===== src/rtl/dma_burst_splitter.sv =====
module dma_burst_splitter #(
  parameter int ADDR_W     = 32,
  parameter int LEN_W      = 16,
  parameter int PAGE_BITS  = 12,
  parameter int BEAT_SHIFT = 3
) (
  input  logic              clk,
  input  logic              rst_n,
  input  logic [6:0]        cfg_size_en,
  input  logic              cfg_any_len,
  input  logic [3:0]        cfg_attr_rd_data,
  input  logic [3:0]        cfg_attr_rd_desc,
  input  logic [3:0]        cfg_attr_wr_data,
  input  logic [3:0]        cfg_attr_wr_desc,
  input  logic              req_valid,
  output logic              req_ready,
  input  logic [ADDR_W-1:0] req_addr,
  input  logic [LEN_W-1:0]  req_beats,
  input  logic              req_write,
  input  logic              req_desc,
  output logic              cmd_valid,
  input  logic              cmd_ready,
  output logic [ADDR_W-1:0] cmd_addr,
  output logic [7:0]        cmd_len,
  output logic [3:0]        cmd_attr
);
  localparam int NSZ  = 7;
  localparam int RW   = PAGE_BITS - BEAT_SHIFT + 1;
  localparam int BW   = (RW > 9) ? RW : 9;
  localparam int PW   = PAGE_BITS + 2;

  logic              busy;
  logic [NSZ-1:0]    s_en;
  logic              s_any;
  logic [3:0]        s_attr;
  logic [ADDR_W-1:0] addr;
  logic [LEN_W-1:0]  rem;

  logic [BW-1:0]     room, lim, fix_len, max_en, burst;
  logic [3:0]        new_attr;
  logic              last;

  assign room = BW'(1 << (PAGE_BITS - BEAT_SHIFT)) - BW'(addr[PAGE_BITS-1:BEAT_SHIFT]);
  assign lim  = (rem < LEN_W'(room)) ? BW'(rem) : room;

  always_comb begin
    fix_len = BW'(1);
    max_en  = BW'(1);
    for (int i = 0; i < NSZ; i++) begin
      if (s_en[i]) begin
        max_en = BW'(4 << i);
        if (BW'(4 << i) <= lim) fix_len = BW'(4 << i);
      end
    end
  end

  assign burst = s_any ? ((lim < max_en) ? lim : max_en) : fix_len;
  assign last  = (rem == LEN_W'(burst));

  always_comb begin
    case ({req_write, req_desc})
      2'b00:   new_attr = cfg_attr_rd_data;
      2'b01:   new_attr = cfg_attr_rd_desc;
      2'b10:   new_attr = cfg_attr_wr_data;
      default: new_attr = cfg_attr_wr_desc;
    endcase
  end

  always_ff @(posedge clk) begin
    if (!rst_n) begin
      busy   <= 1'b0;
      s_en   <= '0;
      s_any  <= 1'b0;
      s_attr <= '0;
      addr   <= '0;
      rem    <= '0;
    end else if (!busy) begin
      if (req_valid) begin
        s_en   <= cfg_size_en;
        s_any  <= cfg_any_len;
        s_attr <= new_attr;
        addr   <= req_addr;
        rem    <= req_beats;
        busy   <= (req_beats != '0);
      end
    end else if (cmd_ready) begin
      addr <= addr + (ADDR_W'(burst) << BEAT_SHIFT);
      rem  <= rem - LEN_W'(burst);
      if (last) busy <= 1'b0;
    end
  end

  assign req_ready = !busy;
  assign cmd_valid = busy;
  assign cmd_addr  = addr;
  assign cmd_len   = 8'(burst - BW'(1));
  assign cmd_attr  = s_attr;


  page_cross_chk: assert property (@(posedge clk) disable iff (!rst_n)
    cmd_valid |-> ((PW'(cmd_addr[PAGE_BITS-1:0]) + ((PW'(cmd_len) + PW'(1)) << BEAT_SHIFT))
                   <= PW'(1 << PAGE_BITS)));


  fixed_len_chk: assert property (@(posedge clk) disable iff (!rst_n)
    (cmd_valid && !s_any) |-> (cmd_len == 8'd0 ||
      (s_en[0] && cmd_len == 8'd3)  || (s_en[1] && cmd_len == 8'd7)  ||
      (s_en[2] && cmd_len == 8'd15) || (s_en[3] && cmd_len == 8'd31) ||
      (s_en[4] && cmd_len == 8'd63) || (s_en[5] && cmd_len == 8'd127) ||
      (s_en[6] && cmd_len == 8'd255)));


  any_len_cap_chk: assert property (@(posedge clk) disable iff (!rst_n)
    (cmd_valid && s_any && s_en == '0) |-> cmd_len == 8'd0);


  busy_refuse_chk: assert property (@(posedge clk) disable iff (!rst_n)
    cmd_valid |-> !req_ready);


  stall_hold_chk: assert property (@(posedge clk) disable iff (!rst_n)
    (cmd_valid && !cmd_ready) |=> (cmd_valid && $stable(cmd_addr) &&
                                   $stable(cmd_len) && $stable(cmd_attr)));
endmodule


===== config.mk =====
export PLATFORM = sky130hd
export DESIGN_NAME = dma_burst_splitter
export DESIGN_NICKNAME = d
export VERILOG_FILES = /design/src/rtl/dma_burst_splitter.sv
export SDC_FILE = /design/constraint.sdc
export NUM_CORES = 1
export LEC_CHECK = 0
export CORE_ASPECT_RATIO = 1.25
export CORE_MARGIN = 2
export CORE_UTILIZATION = 55
export DETAILED_ROUTE_END_ITERATION = 16
export GPL_TIMING_DRIVEN = 0
export PLACE_DENSITY = 0.84
export SLEW_MARGIN = 10
export SYNTH_ARGS = -nofsm -noshare
export SYNTH_HDL_FRONTEND = slang
export SYNTH_SLANG_ARGS = --single-unit

===== constraint.sdc =====
create_clock -name clk -period 10.6 [get_ports clk]
set_input_delay 2.65 -clock clk [delete_from_list [all_inputs] [get_ports clk]]
set_output_delay 2.65 -clock clk [all_outputs]
set_load 0.1 [all_outputs]

==> results.md <==
- Status: completed
- #FFs+latches synth: 61
- Layout area overhead: 32.0%
- HP Start: cmd_attr[0]
- Min cycle time layout: 10170 ps
- Wire per inst: 21.1 um
- Most used cell, CP: ha_1
- Residual DRC count: 0
- Layout cell share with drive strength beyond 1: under 10%
- RSZ-0062 raised after global routing: false
- Largest net degree at the start of global routing: 13
- Die area: 10300 um^2
- Routed vias: about 6.2k
- Lkg Pwr: approximately 0.0028 uW
- Hold_buf cts: 0
- Number of synthesized flops with an enable pin: 0
- Placed wire-length estimate: 15400 um
- Max-slew violations: 0
- Pwr Total: 1300 uW
- Wirelength, routed: between 20000 and 25000 um
- Commonest non-fill, non-tap cells in the layout: 114 x clkdlybuf4s50_1, 113 x nand2_1, 61 x dfxtp_1
- Setup Fix Bufs, Post-CTS: 0
- Final worst-path cycle share: a little over nine tenths
- Fmax: 0.0984 GHz
- Commonest non-fill, non-tap cell in the layout: clkdlybuf4s50_1
- Initial DRC Count: around 460
- CTS tree: done
- Nets: approximately 950
- R2R setup slack: between 1500 and 2000 ps
- Initial antenna violation count: 0
- Max Fanout on Critical Path: 10
- CTS Sinks: 61
- Avg Inst Size Synth: 7.52 um^2
- Synth Warn #: 0
- Ant. Diodes: 0
- Mapped Area: between 5000 and 6000 um^2
- Synth async-reset ratio: 0%
- Setup TNS: 0 ps
- Critical Path RT: approximately 8000 ps
- Final setup viols: 0
- Syn Inst Count: about 700
- TritonCTS Buffers: 9
- VDD IR max: about 0.11 mV
- Detailed Routing Iterations Pass 1: 5
- Hold Path Class: register to register
- Die X: between 90 and 100 um
- PD cells: between 150 and 200 nW/um^2
- Root Buffer: clkbuf_16
- RD Place Congestion: between 0.9 and 1
- Vias in the first global route: ~6.4k
- Clock tree buffer depth: 2
- Htree depth: 3
- Fillers: 691
- Max-Slew Margin vs Limit: between 30% and 40%
- Yosys cell types: between 70 and 80
- Inst Count DP: between 900 and 1k
- Number of port buffers: 121
- RR Startpoint: cmd_addr[3]
- Initial Util: 56.9%
- Register area share after synthesis: 23.3%
- Clock slew at reported path FFs: about 60 ps
- Critical path class: register to output port
- GRT Total Usage: 39.0%
- Dominant synthesized flop cell: dfxtp_1
- Worst path bufs/invs: 6
- Fin cells: 958
- Setup crit start kind: register
- MaxCap Viol Count: 0
- Top delay family on crit path: compound AO/OA/AOI/OAI gates
- Total congestion overflow: 0
- Slowest stage delay, CP: about 680 ps
- Critical Path Slowest Stage Cell: or4b_2
- Slew @ Worst Pin: 997 ps
- Hold Vio Cnt, Final: 0
- Die height: roughly 110 um
- Core region area: 9220 um^2
- Vias per cell: 6.51
- Clock Skew: approximately 9 ps
- Critical path arrival: about 7500 ps
- Nature of the critical path endpoint: output port
- Clk_lat worst skew: between 300 and 400 ps
- Crit path from: cmd_addr[3]
- Detail Route Antenna Nets: 0
- Syn nets: around 820
- First-pass GRT wire length: between 30000 and 40000 um
- Io pins: around 120
- Row cnt: 39
kinds of logic after synthesis:
family	after synthesis	share of synthesized area [%]
compound gates	217	28.6
fa+ha+maj	40	9.82
simple gates	268	24.8
xor+xnor	23	3.84
flops	61	23.3
buf+inv	71	5.53
mux	16	4.03
other cells	2	0.143
final cells by class:
| class | instances | area, um^2 | share of cell area [%] |
|---|---|---|---|
| Timing Repair Buffer | 121 | 1200 | 17.4 |
| Multi-Input combinational cell | 566 | 3750 | 54.1 |
| Inverter | 35 | 131 | 1.90 |
| Sequential cell | 61 | 1220 | 17.6 |
| Buffer | 36 | 159 | 2.29 |
| Tap cell | 123 | 154 | 2.22 |
| Clock inverter | 6 | 68.8 | 0.994 |
| Clock buffer | 10 | 239 | 3.45 |
cell usage after synthesis, types with 4 or more instances:
cell type  instances  area, um^2
clkbuf_1          26        97.6
dfxtp_1           61        1220
and2_1             9        56.3
nor2_1            42         158
nand2_1          113         424
o21a_1             8        60.1
a21oi_1           49         245
a21o_1             8        60.1
nor3_1            18        90.1
buf_1              6        22.5
mux2i_1           11         110
o221a_2            4        45.0
a31oi_1            5        31.3
a211oi_1           8        60.1
a21boi_0          20         150
a311oi_1          10        87.6
o221ai_1           8        70.1
a22oi_1            5        37.5
nand4_1           10        62.6
inv_1             35         131
nand2b_1           4        25.0
xnor2_1           15         131
mux4_2             4        90.1
xor2_1             8        70.1
nand3_1           24         120
o21bai_1           5        37.5
and3_1            10        62.6
ha_1              38         475
or4_1              4        30.0
o211ai_1           8        60.1
o31ai_1            5        37.5
nor2b_1            5        31.3
nor4_1            12        75.1
o211a_1            5        50.1
o21ai_0           44         220
state kept, by name, summed over array words and instances (netlist names):
signal	cells
rem	16
s_en	7
cmd_addr	32
cmd_attr	4
s_any	1
cmd_valid	1
worst paths after layout:
kind / end / cells after the start
setup reg to reg: cmd_addr[29] / 34
hold reg to reg: cmd_attr[0] / 2
hold / removal: cmd_attr[0] / 2
setup / recovery: cmd_len[4] / 27
power breakdown:
group	total [uW]	internal [uW]	leakage (uW)	switching, uW
combinational	707	227	0.00210	480
sequential	286	251	0.000504	34.3
clock	311	190	0.000149	121
total	1300	669	0.00275	636
metrics by stage:
step	hold slack (ps)	utilization (%)	worst slack [ps]	cell area [um^2]
final	477	75.1	434	6930
after global routing	496	75.1	35.6	6930
after CTS	473	75.0	51.0	6920
after detailed placement	461	71.7	-11.2	6610
after global placement	451	71.7	11.0	6610
after floorplan	471	-	56.8	5250
worst register-to-register path, delay by kind of cell (launching register included):
kind / cells / cell delay, ps
DFF: 1 / 390
adders and majority gates: 5 / 1390
buffers and inverters: 4 / 760
and+or+nand+nor: 7 / 2360
xor gates and xnor gates: 1 / 120
AOI/OAI and AO/OA: 17 / 3830
per-layer routing:
layer  GRT usage [%]  up-vias  routed length (um)
met2            70.3      376               10300
li1                -     2841                   -
met5               0        -                   0
met3            6.39      104                1480
met1            42.1     2912                7310
met4            25.2        0                1190
repair_timing:
item	in CTS	in global routing
cloned	0	0
endpoints found under the hold margin	0	0
resized for setup	10	7
endpoints found under the setup margin	6	8
Power figures use the tool's default switching activity.
